[src/rtl/spi_dual_regs.sv]
module spi_dual_regs (
  input  logic       clk,
  input  logic       rst_n,
  input  logic       spi_sck,
  input  logic       spi_cs_n,
  input  logic       spi_mosi,
  output logic       spi_miso,
  output logic       reg_wr,
  output logic       reg_rd,
  output logic       reg_long,
  output logic [9:0] reg_addr,
  output logic [7:0] reg_wdata,
  input  logic [7:0] reg_rdata
);
  localparam int LAW = 10;
  localparam int SAW = 6;
  localparam int DW  = 8;
  localparam int BCW = $clog2(DW);

  typedef enum logic [1:0] {PH_CMD, PH_LCMD, PH_DATA} phase_t;

  logic [2:0] sck_q;
  logic [1:0] mosi_q;
  logic [1:0] cs_q;
  phase_t         phase;
  logic [BCW-1:0] bit_cnt;
  logic [DW-2:0]  sh_in;
  logic [DW-1:0]  out_byte;
  logic [LAW-1:0] addr;
  logic           is_long, is_wr, rd_pend, miso_q;

  wire cs_idle  = cs_q[1];
  wire sck_rise = sck_q[1] & ~sck_q[2];
  wire sck_fall = ~sck_q[1] & sck_q[2];
  wire [DW-1:0] byte_in = {sh_in, mosi_q[1]};
  wire byte_done = !cs_idle && sck_rise && (bit_cnt == BCW'(DW-1));
  wire [LAW-1:0] addr_next = is_long ? addr + LAW'(1)
                                     : {{(LAW-SAW){1'b0}}, addr[SAW-1:0] + SAW'(1)};

  always_ff @(posedge clk or negedge rst_n) begin
    if (!rst_n) begin
      sck_q  <= '0;
      mosi_q <= '0;
      cs_q   <= '1;
    end else begin
      sck_q  <= {sck_q[1:0], spi_sck};
      mosi_q <= {mosi_q[0], spi_mosi};
      cs_q   <= {cs_q[0], spi_cs_n};
    end
  end

  always_ff @(posedge clk or negedge rst_n) begin
    if (!rst_n) begin
      phase     <= PH_CMD;
      bit_cnt   <= '0;
      sh_in     <= '0;
      out_byte  <= '0;
      addr      <= '0;
      is_long   <= 1'b0;
      is_wr     <= 1'b0;
      rd_pend   <= 1'b0;
      miso_q    <= 1'b0;
      reg_wr    <= 1'b0;
      reg_rd    <= 1'b0;
      reg_long  <= 1'b0;
      reg_addr  <= '0;
      reg_wdata <= '0;
    end else begin
      reg_wr  <= 1'b0;
      reg_rd  <= 1'b0;
      rd_pend <= reg_rd;
      if (rd_pend) out_byte <= reg_rdata;
      if (cs_idle) begin
        phase   <= PH_CMD;
        bit_cnt <= '0;
        miso_q  <= 1'b0;
      end else begin
        if (sck_rise) begin
          sh_in   <= byte_in[DW-2:0];
          bit_cnt <= bit_cnt + BCW'(1);
        end
        if (sck_fall && phase == PH_DATA && !is_wr)
          miso_q <= out_byte[BCW'(DW-1) - bit_cnt];
        if (byte_done) begin
          case (phase)
            PH_CMD: begin
              if (byte_in[DW-1]) begin
                addr  <= {byte_in[DW-2:0], 3'b000};
                phase <= PH_LCMD;
              end else begin
                addr     <= {{(LAW-SAW){1'b0}}, byte_in[SAW:1]};
                reg_addr <= {{(LAW-SAW){1'b0}}, byte_in[SAW:1]};
                reg_long <= 1'b0;
                is_long  <= 1'b0;
                is_wr    <= byte_in[0];
                reg_rd   <= !byte_in[0];
                phase    <= PH_DATA;
              end
            end
            PH_LCMD: begin
              addr     <= {addr[LAW-1:3], byte_in[7:5]};
              reg_addr <= {addr[LAW-1:3], byte_in[7:5]};
              reg_long <= 1'b1;
              is_long  <= 1'b1;
              is_wr    <= byte_in[4];
              reg_rd   <= !byte_in[4];
              phase    <= PH_DATA;
            end
            default: begin
              addr <= addr_next;
              if (is_wr) begin
                reg_wr    <= 1'b1;
                reg_wdata <= byte_in;
                reg_addr  <= addr;
              end else begin
                reg_rd   <= 1'b1;
                reg_addr <= addr_next;
              end
            end
          endcase
        end
      end
    end
  end

  assign spi_miso = miso_q;
endmodule


[config.mk]
export PLATFORM = sky130hd
export DESIGN_NAME = spi_dual_regs
export DESIGN_NICKNAME = d
export VERILOG_FILES = /design/src/rtl/spi_dual_regs.sv
export SDC_FILE = /design/constraint.sdc
export NUM_CORES = 1
export LEC_CHECK = 0
export ABC_AREA = 0
export ABC_CLOCK_PERIOD_IN_PS = 3100
export BUFFER_PORTS_ARGS = -buffer_cell sky130_fd_sc_hd__buf_2
export CAP_MARGIN = 25
export CORE_MARGIN = 1.5
export CORE_UTILIZATION = 40
export CTS_CLUSTER_SIZE = 40
export DETAILED_ROUTE_END_ITERATION = 10
export HOLD_SLACK_MARGIN = 0.1
export PLACE_DENSITY = 0.65
export SYNTH_ARGS = -nofsm -noshare
export SYNTH_HDL_FRONTEND = slang
export SYNTH_SLANG_ARGS = --single-unit
[constraint.sdc]
create_clock -name clk -period 3.1 [get_ports clk]
set_input_delay 0.465 -clock clk [delete_from_list [all_inputs] [get_ports clk]]
set_output_delay 0.465 -clock clk [all_outputs]
set_load 0.02 [all_outputs]
# ---- Word-level counts from Yosys, hierarchy flattened
# Cells that the tools add are included.
dict set report op_classes {
  n_mux 29
  add_sub_neg 4
  magnitude_cmp 1
  n_eq_ne 4
  bitwise 7
  n_reduce_logical 22
}
# operator n
set ops {}
lappend ops {{$mux 10} 4}
lappend ops {{$pmux 10 s2} 2}
lappend ops {{$mux 1} 13}
lappend ops {{$add 10x1->10 const B} 1}
lappend ops {{$reduce_and 4->1} 2}
lappend ops {{$reduce_bool 2->1} 4}
lappend ops {{$add 6x1->6 const B} 1}
lappend ops {{$mux 2} 3}
lappend ops {{$mux 3} 2}
lappend ops {{$pmux 1 s2} 3}
lappend ops {{$reduce_and 2->1} 3}
lappend ops {{$reduce_and 3->1} 2}
lappend ops {{$not 1->1} 5}
lappend ops {{$logic_and 1x1->1} 4}
lappend ops {{$logic_not 1->1} 4}
lappend ops {{$lt 3x4->1 const B} 1}
lappend ops {{$pmux 2 s2} 1}
lappend ops {{$add 3x1->3 const B} 1}
lappend ops {{$bmux 1 s3} 1}
lappend ops {{$eq 3x3->1 const B} 1}
lappend ops {{$reduce_bool 3->1} 1}
lappend ops {{$sub 3x3->3 const A} 1}
lappend ops {{$and 1x1->1} 2}
lappend ops {{$eq 2x1->1 const B} 1}
lappend ops {{other kinds (4)} 4}
dict set report word_totals {
  output_inout_bits 22
  register_bits 61
  word_cells 84
  input_bits 13
}

# ---- Longest topological paths before layout
# Gate-level depths: netlist of run 1.
dict set report depth {
  ltp_word 6
  mapped_depth 7
  depth_no_buf 6
}

# ---- Worst setup path before layout of run 1
# OpenSTA, ideal clock, no wires.
dict set report synth_timing {
  kind {register to register}
  from {register bit_cnt[1]}
  to {register reg_wdata[0]}
  arrival_ns 1.541
  t_required_ns 2.975
  setup_ns 0.125
  stages_incl_launch_ff 6
  path_slack_ns 1.434
  path_buffers 0
  period_less_slack_ns 1.666
  cell_sequence {dfrtp_1 -> ha_1 -> ha_1 -> nand4bb_4 -> nor2_2 -> mux2_2}
}
dict set report synth_between {
  elab_chain_cells 3
}
# element line_no
set synth_lines {}
lappend synth_lines {{start: declaration} 26} ;# logic [BCW-1:0] bit_cnt;
lappend synth_lines {{start signal: assignment} 80} ;# bit_cnt <= bit_cnt + BCW'(1);
lappend synth_lines {{$eq 3x3->1} 36} ;# wire byte_done = !cs_idle && sck_rise && (bit_cnt == BCW'(DW-1));
lappend synth_lines {{$logic_and 1x1->1} 36}
lappend synth_lines {{$reduce_and 4->1 (no source line)} n/a}
lappend synth_lines {{end signal: assignment} 113} ;# reg_wdata <= byte_in;
lappend synth_lines {{end: declaration} 12} ;# output logic [7:0] reg_wdata,
# Every way passes these cells.
# A chain may end at the register's enable or synchronous reset.

# ---- Worst setup path after layout of run 1
dict set report layout_timing {
  from {register bit_cnt[1]}
  to {register reg_addr[5]}
}
dict set report layout_between {
  elab_chain_cells 3
}
# element line_no
set layout_lines {}
lappend layout_lines {{$eq 3x3->1} 36}
lappend layout_lines {{$logic_and 1x1->1} 36}
lappend layout_lines {{$reduce_and 3->1 (no source line)} n/a}
lappend layout_lines {{end signal: assignment} 92} ;# reg_addr <= {{(LAW-SAW){1'b0}}, byte_in[SAW:1]};
lappend layout_lines {{end signal: assignment} 102} ;# reg_addr <= {addr[LAW-1:3], byte_in[7:5]};
lappend layout_lines {{end signal: assignment} 114} ;# reg_addr <= addr;
lappend layout_lines {{end: declaration} 11} ;# output logic [9:0] reg_addr,
# Every way passes these cells.

==> summary.md, run 1 <==
| Metric | Value |
|---|---|
| Outcome | finished, final reports clean |
| M1 GR Usage | 23.6% |
| Post-synthesis mux area share | 15.7% |
| ANT nets after route | 0 |
| Number of flops mapped to enable cells by yosys | 0 |
| Post-Synth XOR/XNOR Area | 1.72% |
| Synth area leader | dfrtp_1 |
| Min-Delay Path Class | in -> async |
| Register area share after synthesis | 50.2% |
| YS warnings | 0 |
| Post-synthesis compound-gate area fraction | 12.1% |
| Avg Inst Size Synth | 11.0 µm² |
| Top cell type's share of synthesized area | 48.4% |
| Reg2Reg Setup Slack | 820 ps |
| Clock sinks | 61 |
| Met3 Resource Use GR | 3.62% |
| Worst Path Arrival | 2530 ps |
| Worst slew margin | 46.5% |
| TritonCTS clock tree | done |
| Yosys cell types | 47 |
| Worst path max stage delay | 470 ps |
| Worst slew pin tran | 802 ps |
| Clk_skew | 6.61 ps |
| Pin count of the biggest net entering global routing | 36 |
| Nets | 324 |
| Layout cells sized above 1 | 29.4% |
| Adder-Cell Fraction of Synth Area | 1.23% |
| Total wire length | 6270 µm |
| Largest family of logic cells by synthesized area | simple AND/OR/NAND/NOR gates |
| CTS Hold Bufs | 0 |
| Critical path buffer and inverter count | 0 |
| GRT Total Usage | 17.0% |
| Post-Syn Area | 3050 µm² |
| Final period util | 73.6% |
| CP Launch Type | flop |
| Synth-to-layout area growth | 14.9% |
| Port bufs | 34 |
| Leak pwr | 1.63 nW |
| Synthesized flop and latch total | 61 |
| Top Family by Delay on Critical Path | simple AND/OR/NAND/NOR gates |
| Total chip power | 1.84 mW |
| Max frequency | 0.438 GHz |
| Post-Synthesis Cells | 277 |
| Min Tclk post-route | 2280 ps |
| Simple-gate area share of the yosys netlist | 15.9% |
| Max IR drop VDD | 0.264 mV |
| Clock Latency Late Sink | 340 ps |
| Design Area, Final | 3500 µm² |
| Clock Tree Buf Depth | 2 |
| CP max FO | 15 |
| Top_reg_cell synth | dfrtp_1 |
| Drt via density | 5.29 |
| Setup_tns | 0 ps |
| CTS root buffer | clkbuf_8 |
| Slowest-stage cell, CP | or3_1 |
| Drt pass-1 iters | 4 |
| Worst Setup SP | bit_cnt[1] |
| First-pass GRT wire length | 10800 µm |
| WL/cell | 15.2 µm |
| Setup Viol. Count Final | 0 |
| Die X | 90.3 µm |
| Total CTS buffers | 9 |
| Worst setup EP type | flop |
| Post-CTS setup buffers | 0 |
| Synth top area cells | dfrtp_1, mux2_2, mux2i_1 |
| Placer Congestion | 0.849 |
| Die Area | 8150 µm² |
| Die H | 90.3 µm |
| PwrDens | 524 nW/µm² |
| Number of core rows | 31 |
| Vias post-DR | 2179 |
| DRC viols | 0 |
| Boundary Pins | 35 |
| PostCTS Resize Cnt | 0 |
| Crit Path Category | reg -> reg |
| Max Slew Vio Count | 0 |
| # H-tree levels | 3 |
| Initial core utilization | 41.6% |
| Initial antenna violation count | 0 |
| Placed instance area | 3270 µm² |
| FILL cells | 678 |
| Worst hold slack | 215 ps |
| Core area | 7330 µm² |
| Vias in the first global route | 2124 |
| Most frequent CP cell | ha_1 |
| Layer carrying the most global-route usage | met2 |
| Clock slew at reported path FFs | 70 ps |
| Required @ worst endpoint | 3350 ps |
| RSZ-0062 raised after global routing | false |
| R2R Path Start | bit_cnt[1] |
| Met2 GRT Util | 25.4% |
| Overflow after GRT | 0 |
| Asr flop ratio synth | 100% |
| Syn_nets | 293 |
| Critical-path cell list | ha_1, ha_1, and4bb_2, nand2b_1, or3_1, o211ai_1 |
| Starting DRT DRC Count | 137 |
| Max-cap violations | 0 |
| Final hold viol count | 0 |
| Post-detailed-placement half-perimeter wirelength | 4340 µm |
| # diodes | 0 |
==> per-stage QoR <==
stage	setup WS [ps]	cells	util, %
after floorplan	1430	277	-
after detailed placement	831	395	44.6
final	818	412	47.8
after global routing	642	412	47.8
after global placement	907	395	44.6
after CTS	808	411	47.4
==> report_power, final <==
group / internal, mW / total (mW) / switching [mW]
logic: 0.102 / 0.183 / 0.0813
registers: 0.840 / 0.939 / 0.0990
clock network: 0.415 / 0.714 / 0.299
==> cell usage after synthesis (2+ instances only) <==
cell / n
dfrtp_1: 59
mux2_2: 26
nor2_1: 23
nand2_1: 17
a21oi_1: 16
o21ai_0: 15
mux2i_1: 14
buf_2: 12
a31oi_1: 7
nor2b_1: 7
nand2b_1: 5
nand3_1: 5
a211oi_1: 4
and3_2: 4
nor4_1: 4
o22ai_1: 4
xnor2_1: 4
a22oi_1: 3
and2_1: 3
and3_1: 3
clkbuf_1: 3
ha_1: 3
inv_1: 3
o2bb2ai_1: 3
a21o_1: 2
buf_4: 2
dfstp_2: 2
mux4_2: 2
nor2_2: 2
nor3_1: 2
xor2_1: 2
==> worst register-to-register path: cells and delay by family, from the launching register on <==
kind,cells,cell delay (ps)
compound gates,1,110
fa+ha+maj,2,380
flops,1,420
simple gates,3,1290
==> flip-flops by register name, summed over array words and instances (netlist names), 2 cells and up <==
| signal | count |
|---|---|
| bit_cnt | 3 |
| cs_q | 2 |
| reg_addr | 10 |
| phase | 2 |
| sck_q | 3 |
| out_byte | 8 |
| addr | 10 |
| sh_in | 7 |
| reg_wdata | 8 |
| mosi_q | 2 |
==> cells by family (layout without fill, tap and decap cells) <==
logic type / after synthesis / count (layout)
AOI/OAI and AO/OA: 60 / 60
muxes: 42 / 42
and+or+nand+nor: 85 / 85
DFF: 61 / 61
buffers and inverters: 20 / 56
adders and majority gates: 3 / 3
xor gates and xnor gates: 6 / 6
==> final cells by class <==
class | instances | area (µm²) | area share (%)
tap | 99 | 124 | 3.54
timing repair buffer | 37 | 213 | 6.07
clock inverter | 3 | 45.0 | 1.29
inverter | 3 | 11.3 | 0.322
clock buffer | 13 | 159 | 4.54
sequential | 61 | 1530 | 43.7
multi-input combinational | 196 | 1420 | 40.6
==> per-layer routing <==
metal | routed length [µm] | vias up
met4 | 126 | 0
met1 | 3040 | 1058
met5 | 0 | -
li1 | - | 1065
met2 | 2920 | 45
met3 | 182 | 11
==> placed cells by master, fill, tap and decap left out, types with 7 or more instances in the layout <==
cell      instances
nor2_1           23
dfrtp_1          59
buf_2            34
nand2_1          17
mux2_2           26
o21ai_0          15
a31oi_1           7
nor2b_1           7
a21oi_1          16
mux2i_1          14
clkbuf_8         11
==> path summary, 6_finish.rpt <==
kind / depth (start not counted) / end
hold reg to reg: 0 / sck_q[1]
max in group asynchronous: 2 / cs_q[0]
setup reg to reg: 6 / reg_addr[5]
setup / recovery: 6 / reg_addr[5]
min in group clk: 1 / cs_q[0]
hold / removal: 1 / reg_addr[2]
No activity file was read; power rests on OpenSTA's default activity.
==> run 2, diff against run 1 <==
--- a/config.mk
+++ b/config.mk
@@ -6,7 +6,7 @@
 export NUM_CORES = 1
 export LEC_CHECK = 0
 export ABC_AREA = 0
-export ABC_CLOCK_PERIOD_IN_PS = 3100
+export ABC_CLOCK_PERIOD_IN_PS = 2380
 export BUFFER_PORTS_ARGS = -buffer_cell sky130_fd_sc_hd__buf_2
 export CAP_MARGIN = 25
 export CORE_MARGIN = 1.5
==> constraint.sdc (replaced) <==
create_clock -name clk -period 2.38 [get_ports clk]
set_input_delay 0.357 -clock clk [delete_from_list [all_inputs] [get_ports clk]]
set_output_delay 0.357 -clock clk [all_outputs]
set_load 0.02 [all_outputs]
==> summary.md, run 2 (same netlist as run 1, synthesis figures left out) <==
| Metric | Value |
|---|---|
| Worst slew margin | 48.4% |
| Min-Delay Path Class | in -> reg |
| Core area | 7330 µm² |
| Drt via density | 5.29 |
| Most frequent CP cell | ha_1 |
| RSZ-0062 raised after global routing | false |
| Largest regs | addr x10, reg_addr x10 |
| R2R Path Start | bit_cnt[1] |
| Final core utilization | 47.7% |
| Design Area, Final | 3500 µm² |
| Overflow after GRT | 0 |
| Setup Viol. Count Final | 0 |
| Worst path max stage delay | 440 ps |
| GRT Total Usage | 17.0% |
| Leak pwr | 1.64 nW |
| Max frequency | 0.501 GHz |
| PwrDens | 676 nW/µm² |
| Total wire length | 6330 µm |
| Boundary Pins | 35 |
| Clock slew at reported path FFs | 60 ps |
| Placed instance area | 3290 µm² |
| Clock Latency Late Sink | 340 ps |
| Crit path depth | 5 |
| Pin count of the biggest net entering global routing | 62 |
| Critical-path cell list | ha_1, ha_1, nand4bb_4, nor2_2, mux2_2 |
| Layout cells sized above 1 | 29.4% |
| CP max FO | 12 |
| Required @ worst endpoint | 2600 ps |
| # placed instances | 397 |
| Max-cap violations | 0 |
| Worst slew pin tran | 775 ps |
| Worst Path Arrival | 2210 ps |
| Vias in the first global route | 2219 |
| Post-detailed-placement half-perimeter wirelength | 4210 µm |
| Initial antenna violation count | 0 |
| Starting DRT DRC Count | 134 |
| # H-tree levels | 3 |
| Clk_skew | 6.95 ps |
| Die H | 90.3 µm |
| Worst hold slack | 124 ps |
| CTS root buffer | clkbuf_8 |
| Worst Setup SP | bit_cnt[1] |
| ANT nets after route | 0 |
| Drt pass-1 iters | 4 |
| FILL cells | 685 |
| Final period util | 83.8% |
| DRC viols | 0 |
| Worst setup EP type | flop |
| Clock Tree Buf Depth | 2 |
| Critical path buffer and inverter count | 0 |
| Worst r2r dst | reg_wdata[6] |
| Placer Congestion | 0.838 |
| Post-route insts no fill | 415 |
| Outcome | finished, final reports clean |
| Min Tclk post-route | 1990 ps |
| Most frequent cells in the layout | dfrtp_1, buf_2, mux2_2 |
| Synth-to-layout area growth | 14.8% |
| First-pass GRT wire length | 10800 µm |
| Die Area | 8150 µm² |
| PostCTS Resize Cnt | 0 |
| R2R depth | 5 |
| Commonest non-fill, non-tap cell in the layout | dfrtp_1 |
| Max Slew Vio Count | 0 |
| Die X | 90.3 µm |
| Setup_tns | 0 ps |
| Top Family by Delay on Critical Path | simple AND/OR/NAND/NOR gates |
| CP Launch Type | flop |
| Slowest-stage cell, CP | nor2_2 |
| Worst setup path endpoint | reg_wdata[6] |
| Max IR drop VDD | 0.362 mV |
| Total CTS buffers | 9 |
| Initial core utilization | 41.6% |
| WL/cell | 15.3 µm |
| Crit Path Category | reg -> reg |
| Final hold viol count | 0 |
| Vias post-DR | 2195 |
| Port bufs | 34 |
| # diodes | 0 |
| TritonCTS clock tree | done |
| Clock sinks | 61 |
| Nets | 327 |
| Reg2Reg Setup Slack | 390 ps |
| Number of core rows | 31 |
-- run 2: cell count changes in the layout (fill, tap and decap cells not counted), sizes merged --
| cell | delta |
|---|---|
| clkbuf | -1 |
| buf | +1 |
| clkinv | +2 |
| clkinvlp | -1 |
| dlygate4sd3 | +2 |
-- run 2: how the worst min path moves through the flow --
stage	end	slack (ps)	from	depth (start not counted)
after global routing	mosi_q[0]	110	spi_mosi	1
after global placement	sck_q[1]	330	sck_q[0]	0
after floorplan	addr[0]	60	rst_n	0
after CTS	sck_q[0]	100	spi_sck	1
final	mosi_q[0]	120	spi_mosi	1
after detailed placement	sck_q[1]	350	sck_q[0]	0
-- run 2: through the flow --
step / worst slack [ps] / total power, mW
after floorplan: 714 / 1.38
after global placement: 420 / 1.48
after detailed placement: 357 / 1.48
after CTS: 349 / 2.39
after global routing: 220 / 2.48
final: 386 / 2.37
-- run 2: metal layers --
metal | up-vias | part of all wire [%] | GRT usage [%]
li1 | 1069 | - | -
met1 | 1057 | 48 | 22.7
met2 | 59 | 46 | 25.4
met3 | 10 | 4.4 | 3.79
met4 | 0 | 1.8 | 9.39
met5 | - | 0 | 0
-- run 2: worst register-to-register path: cells and delay by family, from the launching register on --
family | cells | cell delay [ps]
simple gates | 2 | 670
fa+ha+maj | 2 | 380
mux | 1 | 400
flops | 1 | 430
-- run 2: cell type report --
class	count	area (µm²)	share of cell area, %
timing repair buffer	40	220	6.29
inverter	3	11.3	0.322
clock buffer	12	145	4.15
sequential	61	1530	43.7
clock inverter	4	47.5	1.36
tap	99	124	3.54
multi-input combinational	196	1420	40.6
-- run 2: timing repair --
| action | in CTS | in global routing |
|---|---|---|
| setup buffers | 0 | 0 |
| endpoints found under the hold margin | 1 | 1 |
| hold buffers | 1 | 1 |
-- run 2: power breakdown --
group	switching [mW]	leakage, nW	internal, mW
Clock	0.386	0.0964	0.509
Sequential	0.131	0.822	1.09
Combinational	0.113	0.722	0.134
